$ cat src/rtl/enc_line_pkg.sv
package enc_line_pkg;
  localparam int unsigned LINE_CW    = 11;
  localparam int unsigned BURST_BIAS = 128;

  // holding-register field slots (field k occupies bits [k*W +: W])
  localparam int unsigned FLD_SYNC_W  = 0;
  localparam int unsigned FLD_B_OPEN  = 1;
  localparam int unsigned FLD_B_CLOSE = 2;
  localparam int unsigned FLD_V_START = 3;
  localparam int unsigned FLD_V_HALF  = 4;
  localparam int unsigned FLD_LEN     = 5;
  localparam int unsigned FLD_COUNT   = 6;

  // strobe slots
  localparam int unsigned STB_SYNC  = 0;
  localparam int unsigned STB_BURST = 1;
  localparam int unsigned STB_VIDEO = 2;
  localparam int unsigned STB_COUNT = 3;
endpackage

$ cat src/rtl/enc_line_shadow.sv
module enc_line_shadow #(
  parameter int unsigned N = 6,
  parameter int unsigned W = 11
) (
  input  logic           clk,
  input  logic           rst_n,
  input  logic           load,
  input  logic [N*W-1:0] cfg_i,
  output logic [N*W-1:0] cfg_q,
  output logic [N*W-1:0] cfg_d
);
  logic [N*W-1:0] hold_r;

  always_comb begin
    cfg_d = load ? cfg_i : hold_r;
  end

  always_ff @(posedge clk or negedge rst_n) begin
    if (!rst_n) begin
      hold_r <= '0;
    end else if (load) begin
      hold_r <= cfg_i;
    end
  end

  assign cfg_q = hold_r;
endmodule

$ cat src/rtl/enc_line_counter.sv
module enc_line_counter #(
  parameter int unsigned W = 11
) (
  input  logic         clk,
  input  logic         rst_n,
  input  logic         wrap,
  output logic [W-1:0] pos_q,
  output logic [W-1:0] pos_d
);
  logic [W-1:0] pos_r;

  always_comb begin
    pos_d = wrap ? '0 : pos_r + 1'b1;
  end

  always_ff @(posedge clk or negedge rst_n) begin
    if (!rst_n) begin
      pos_r <= '0;
    end else begin
      pos_r <= pos_d;
    end
  end

  assign pos_q = pos_r;
endmodule

$ cat src/rtl/enc_line_span.sv
module enc_line_span #(
  parameter int unsigned XW = 13
) (
  input  logic [XW-1:0] pos,
  input  logic [XW-1:0] lo,
  input  logic [XW-1:0] hi,
  output logic          hit
);
  always_comb begin
    hit = (pos >= lo) && (pos < hi);
  end
endmodule

$ cat src/rtl/enc_line_timing.sv
module enc_line_timing
  import enc_line_pkg::*;
#(
  parameter int unsigned CNT_W = LINE_CW
) (
  input  logic             clk,
  input  logic             rst_n,
  input  logic [CNT_W-1:0] sync_width_i,
  input  logic [CNT_W-1:0] burst_open_i,
  input  logic [CNT_W-1:0] burst_close_i,
  input  logic [CNT_W-1:0] video_start_i,
  input  logic [CNT_W-1:0] video_half_len_i,
  input  logic [CNT_W-1:0] line_len_i,
  output logic             sync_o,
  output logic             burst_o,
  output logic             video_o,
  output logic [CNT_W-1:0] pos_o,
  output logic             eol_o
);
  localparam int unsigned XW = CNT_W + 2;
  localparam int unsigned NF = FLD_COUNT;
  localparam int unsigned NS = STB_COUNT;

  logic [NF*CNT_W-1:0] cfg_in, cfg_q, cfg_d;
  logic [CNT_W-1:0]    pos_q, pos_d;
  logic                eol_q, eol_n;
  logic [NS-1:0]       stb_q, stb_n;
  logic [XW-1:0]       span_lo [NS];
  logic [XW-1:0]       span_hi [NS];
  logic [XW-1:0]       pos_x, len_x;

  assign cfg_in = {line_len_i, video_half_len_i, video_start_i,
                   burst_close_i, burst_open_i, sync_width_i};

  // holding registers: loaded on the edge that closes a line
  enc_line_shadow #(.N(NF), .W(CNT_W)) u_shadow (
    .clk   (clk),
    .rst_n (rst_n),
    .load  (eol_q),
    .cfg_i (cfg_in),
    .cfg_q (cfg_q),
    .cfg_d (cfg_d)
  );

  enc_line_counter #(.W(CNT_W)) u_count (
    .clk   (clk),
    .rst_n (rst_n),
    .wrap  (eol_q),
    .pos_q (pos_q),
    .pos_d (pos_d)
  );

  // window bounds, evaluated against next-cycle position and settings
  always_comb begin
    pos_x = XW'(pos_d);
    len_x = XW'(cfg_d[FLD_LEN*CNT_W +: CNT_W]);
    span_lo[STB_SYNC]  = '0;
    span_hi[STB_SYNC]  = XW'(cfg_d[FLD_SYNC_W*CNT_W +: CNT_W]);
    span_lo[STB_BURST] = XW'(cfg_d[FLD_B_OPEN*CNT_W +: CNT_W]);
    span_hi[STB_BURST] = XW'(cfg_d[FLD_B_CLOSE*CNT_W +: CNT_W]) + XW'(BURST_BIAS);
    span_lo[STB_VIDEO] = XW'(cfg_d[FLD_V_START*CNT_W +: CNT_W]);
    span_hi[STB_VIDEO] = XW'(cfg_d[FLD_V_START*CNT_W +: CNT_W])
                       + (XW'(cfg_d[FLD_V_HALF*CNT_W +: CNT_W]) << 1);
    eol_n = (pos_x + XW'(1)) >= len_x;
  end

  for (genvar s = 0; s < NS; s++) begin : g_span
    enc_line_span #(.XW(XW)) u_span (
      .pos (pos_x),
      .lo  (span_lo[s]),
      .hi  (span_hi[s]),
      .hit (stb_n[s])
    );
  end

  // end-of-line resets high so the first edge after reset loads settings
  always_ff @(posedge clk or negedge rst_n) begin
    if (!rst_n) begin
      stb_q <= '0;
      eol_q <= 1'b1;
    end else begin
      stb_q <= stb_n;
      eol_q <= eol_n;
    end
  end

  assign sync_o  = stb_q[STB_SYNC];
  assign burst_o = stb_q[STB_BURST];
  assign video_o = stb_q[STB_VIDEO];
  assign pos_o   = pos_q;
  assign eol_o   = eol_q;
endmodule

$ cat config.mk
export PLATFORM = sky130hd
export DESIGN_NAME = enc_line_timing
export DESIGN_NICKNAME = d
export VERILOG_FILES = /design/src/rtl/enc_line_pkg.sv /design/src/rtl/enc_line_shadow.sv /design/src/rtl/enc_line_counter.sv /design/src/rtl/enc_line_span.sv /design/src/rtl/enc_line_timing.sv
export SDC_FILE = /design/constraint.sdc
export NUM_CORES = 1
export LEC_CHECK = 0
export ABC_CLOCK_PERIOD_IN_PS = 10770
export BUFFER_PORTS_ARGS = -buffer_cell sky130_fd_sc_hd__buf_2
export CAP_MARGIN = 20
export CELL_PAD_IN_SITES_DETAIL_PLACEMENT = 1
export CELL_PAD_IN_SITES_GLOBAL_PLACEMENT = 1
export CORE_MARGIN = 1
export CORE_UTILIZATION = 49
export CTS_BUF_LIST = sky130_fd_sc_hd__clkbuf_16
export CTS_CLUSTER_SIZE = 40
export DETAILED_ROUTE_END_ITERATION = 10
export HOLD_SLACK_MARGIN = 0.03
export PLACE_DENSITY = 0.88
export SLEW_MARGIN = 20
export SYNTH_ARGS = -nofsm -noshare
export SYNTH_HDL_FRONTEND = slang
export SYNTH_HIERARCHICAL = 1
export SYNTH_SLANG_ARGS = --single-unit
$ cat constraint.sdc
create_clock -name clk -period 10.77 [get_ports clk]
set_clock_uncertainty 0.05 [all_clocks]
set_input_delay 0.5385 -clock clk [delete_from_list [all_inputs] [get_ports clk]]
set_output_delay 0.5385 -clock clk [all_outputs]
set_load 0.02 [all_outputs]
# After elaboration in Yosys (flattened, before gate mapping)
# Index checks and enable logic that the tools add are counted.
classes:
  n_addsub: 4
  order_cmp: 7
  muxes: 2
  n_reduce_logical: 3
ops:
  columns: ["operator", "count"]
  rows:
  - ["66-bit 2-to-1 mux", 1]
  - ["11-bit >= comparator", 2]
  - ["11-bit by 12-bit adder with 13-bit output", 1]
  - ["11-bit by 13-bit less-than comparator with 1-bit output", 1]
  - ["11-bit by 1-bit adder with 12-bit output (second input constant)", 1]
  - ["11-bit by 8-bit adder with 12-bit output (second input constant)", 1]
  - ["12-bit by 11-bit >= comparator with 1-bit output", 1]
  - ["11-bit by 12-bit less-than comparator with 1-bit output", 1]
  - ["11-bit by 1-bit adder with 11-bit output (second input constant)", 1]
  - ["11-bit by 1-bit >= comparator with 1-bit output (second input constant)", 1]
  - ["11-bit less-than comparator", 1]
  - ["11-bit 2-to-1 mux", 1]
  - ["1-bit logical AND", 3]
word_totals:
  ff_bits: 81
  input_bits: 68
  output_inout_bits: 15
  word_cells: 20

# Logic depth before layout (Yosys ltp)
logic_depth:
  ltp_word: 4
  depth_mapped: 18
  mapped_depth_nobuf: 16

# Cells and area by module
# Netlist, hierarchy kept.
modules_own_cells:
  columns: ["module", "n_inst", "cells_per_inst", "area_per_inst_um2", "seq_area_each_um2"]
  rows:
  - ["enc_line_shadow", 1, 139, 2611.3, 1651.6]
  - ["enc_line_span", 3, 88, 619.3, 0.0]
  - ["enc_line_timing", 1, 135, 1034.7, 101.3]
  - ["enc_line_counter", 1, 48, 506.7, 275.3]

# Worst setup path after synthesis
# OpenSTA, ideal clock, no wires.
synth_path:
  kind: "register -> register"
  start: "register eol_q, in the netlist eol_o"
  end: "register stb_q[2]"
  setup_ns: 0.133
  arrival_time_ns: 3.440
  required_time_ns: 10.587
  path_slack_ns: 7.147
  stages_incl_launch_ff: 17
  path_buffers: 2
  synth_period_minus_slack_ns: 3.623
  cell_sequence: "dfstp_2 > buf_6 > buf_6 > mux2_4 > ha_1 > inv_1 > fa_1 > nor2b_4 > o31a_1 > or2_1 > a21oi_1 > xnor2_1 > inv_1 > ha_1 > nand4_1 > a2111oi_2 > nor3b_2"
synth_lines:
  columns: ["item", "line", "source"]
  rows:
  - ["from (decl)", "enc_line_timing.sv:26", "logic eol_q, eol_n;"]
  - ["from (signal assigned)", "enc_line_timing.sv:83", "eol_q <= eol_n;"]
  - ["to (signal assigned)", "enc_line_timing.sv:82", "stb_q <= stb_n;"]
  - ["to (decl)", "enc_line_timing.sv:27", "logic [NS-1:0] stb_q, stb_n;"]

==> metrics.cfg <==
[outcome]
status = finished clean

[global_routing]
grt_max_degree = 82
grt_pass1_vias = 5413
gr-total-overflow = 0
grt_util_all_layers_pct = 26.6
grt_antenna_before_repair = 0
grt_pass1_wl_um = 25900

[timing]
drv_slew = 0
period_needed_ns = 3.97
slew_headroom_pct = 33.3
setup_viol = 0
hold_viol_final = 0
finalSetupTns_ns = 0
tightest_slew_ns = 0.999
max_freq_ghz = 0.252
whs_ns = 0.158
period_share_pct = 36.9
rsz0062_at_grt = no

[clock_network]
clock_path_buffers = 2
post_cts_buffers = 0
cts-root-buf = clkbuf_16
cts_resized = 0
h-tree-depth = 3
clk_latency_ns = 0.35
clk_pin_slew_worst_paths_ns = 0.06
cts_buffers = 9
cts_tree = done
hold_buffers = 0
cts_sinks = 81

[power]
p_int_uw = 1340
powerDensity_nw_per_um2 = 345
power_frac_comb_pct = 65.1
seq_power_share_pct = 21.5
p_leak_uw = 0.00362
switchingPower_uw = 1090
p_sw_share_pct = 44.7
clkPwrFrac_pct = 13.4
ir_worst_vdd_v = 0.000191

[logic_synthesis]
seq_area_frac_synth_pct = 33.7
syn_avg_cell_area_um2 = 10.3
ys_ff_latch = 81
synth_cells = 586
synth.distinct_cells = 46
ys_top_cells_by_area = dfrtp_1 33%, ha_1 21%, mux2_4 10%, inv_1 6.0%, mux2_2 4.9%
synth_top_cell_area_share_pct = 33.3
synth_common_cells = 99 x ha_1, 96 x inv_1, 80 x dfrtp_1, 46 x a21oi_1, 40 x mux2_4
synth_edf_count = 0
yosysTopAreaCell = dfrtp_1
synthArstFlopShare_pct = 100
synth.most_common_cell = ha_1
yosysWarnings = 6
ys.flop_type = dfrtp_1
syn-cell-area_um2 = 6010

[routing]
post-route-drc-count = 0
wl_per_cell_um = 18.0
dr.pass1.iters = 4
initialDrtViolationCount = 93
ant_nets = 0
vias_per_cell = 5.48
vias = 4714
routed_wl_um = 15500

[job]
drv_cap = 0

[worst_setup_path]
critPathArrivalTime_ns = 4.19
cp_slowest_cell = dfstp_4
worstPathMaxFanout = 33
worstPathCellList = mux2_4, ha_1, inv_1, fa_1, nor2b_4, o31a_1, or2_1, a21oi_1, xnor2_1, inv_1, ha_1, nand2_1, nor2_1, a211oi_1, o21ai_0, nor3b_2
worstPathRequired_ns = 10.99
start_kind = flip-flop
max_stage_delay_ns = 0.96
crit_type = reg2reg
crit_path_end_kind = flip-flop

[finish]
area_delta_synth_final_pct = 17.1
nNetsFinal = 878
drive_above_1_share_pct = 26.1
n_antenna_cell = 0
fill_cells = 1359

[place]
hpwl_um = 11900
gp_congestion = 0.788
port_buffers = 82

[floorplanning]
ios = 83
coreArea_um2 = 12000
die_h_um = 113
rows = 40
die_area_um2 = 12700
start_util_pct = 50.3
fp.dieW_um = 113

[min_path]
hold_class = in2async

==> power groups by stage <==
| stage | Sequential, µW | Clock (µW) | Combinational, µW |
|---|---|---|---|
| 3_3_place_gp | 514 | 0 | 1420 |
| 3_5_place_dp | 528 | 0 | 1560 |
| 6_report | 522 | 326 | 1580 |
| 5_1_grt | 538 | 343 | 1780 |
| 2_1_floorplan | 510 | 0 | 1160 |
| 4_1_cts | 524 | 333 | 1590 |
==> per-stage QoR <==
| step | setup slack [ns] | cells | utilization [%] | power (µW) | area (µm²) |
|---|---|---|---|---|---|
| CTS | 6.79 | 861 | 58.8 | 2440 | 7030 |
| global placement | 6.99 | 846 | 56.2 | 1940 | 6720 |
| finish | 6.80 | 861 | 58.8 | 2430 | 7040 |
| global route | 6.56 | 861 | 58.8 | 2660 | 7040 |
| floorplan | 7.15 | 617 | - | 1670 | 6130 |
| detailed placement | 6.82 | 846 | 56.2 | 2090 | 6720 |
==> placed cells by master, fill, tap and decap left out, types with 23 or more instances in the layout <==
cell and n:
conb_1 32, nand2_1 23, nor2_1 23, buf_2 81, mux2_2 26, ha_1 99, a21oi_1 46, dfrtp_1 80
nand3_1 24, mux2_4 40, inv_1 96
==> worst max-delay path, delay by kind of cell (launching register included) <==
| family | cells | cell delay, ns |
|---|---|---|
| mux | 1 | 0.38 |
| simple gates | 5 | 0.57 |
| fa+ha+maj | 3 | 0.81 |
| buf+inv | 2 | 0.14 |
| xor+xnor | 1 | 0.14 |
| flops | 1 | 0.96 |
| compound gates | 4 | 0.82 |
==> metal layers <==
| layer | track usage, % | routed length, µm | share of wire (%) |
|---|---|---|---|
| met1 | 28.7 | 6210 | 40 |
| met2 | 50.4 | 8290 | 54 |
| met3 | 3.43 | 408 | 2.6 |
| met4 | 14.2 | 581 | 3.7 |
| met5 | 0 | 0 | 0 |
==> logic make-up (layout without fill, tap and decap cells) <==
| family | after synthesis | after routing | share of synthesized area [%] |
|---|---|---|---|
| and+or+nand+nor | 115 | 115 | 10.2 |
| buffers and inverters | 105 | 202 | 7.22 |
| other | 1 | 32 | 0.0624 |
| AOI/OAI and AO/OA | 96 | 96 | 9.74 |
| DFF | 81 | 81 | 33.7 |
| muxes | 66 | 66 | 14.9 |
| xor gates and xnor gates | 22 | 22 | 3.21 |
| adders and majority gates | 100 | 100 | 20.9 |
==> registers in the layout (all words and copies together), names as in the netlist <==
name,flops
u_shadow/cfg_q,66
stb_q,3
eol_o,1
u_count/pos_q,11
==> path summary, 6_finish.rpt <==
kind,startpoint,endpoint,slack [ns],cells past startpoint
min in group clk,burst_close_i[3],u_shadow/cfg_q[25]$_DFF_PN0_,0.38,2
worst max-delay path,eol_o$_DFF_PN1_,stb_q[2]$_DFF_PN0_,6.80,16
worst max register to register,eol_o$_DFF_PN1_,stb_q[2]$_DFF_PN0_,6.80,16
worst min-delay path,rst_n,u_shadow/cfg_q[64]$_DFF_PN0_,0.16,1
worst min register to register,u_shadow/cfg_q[5]$_DFF_PN0_,u_shadow/cfg_q[5]$_DFF_PN0_,0.44,1
max in group asynchronous,rst_n,u_shadow/cfg_q[40]$_DFF_PN0_,9.95,1
==> cell type report <==
| class | count | area [µm²] | area share, % |
|---|---|---|---|
| Clock buffer | 9 | 225 | 3.20 |
| Clock inverter | 6 | 83.8 | 1.19 |
| Tap cell | 147 | 184 | 2.61 |
| Inverter | 96 | 360 | 5.12 |
| Timing Repair Buffer | 91 | 484 | 6.88 |
| Sequential cell | 81 | 2030 | 28.9 |
| Multi-Input combinational cell | 431 | 3670 | 52.1 |
Note: power is estimated with default switching activity, not from simulation.
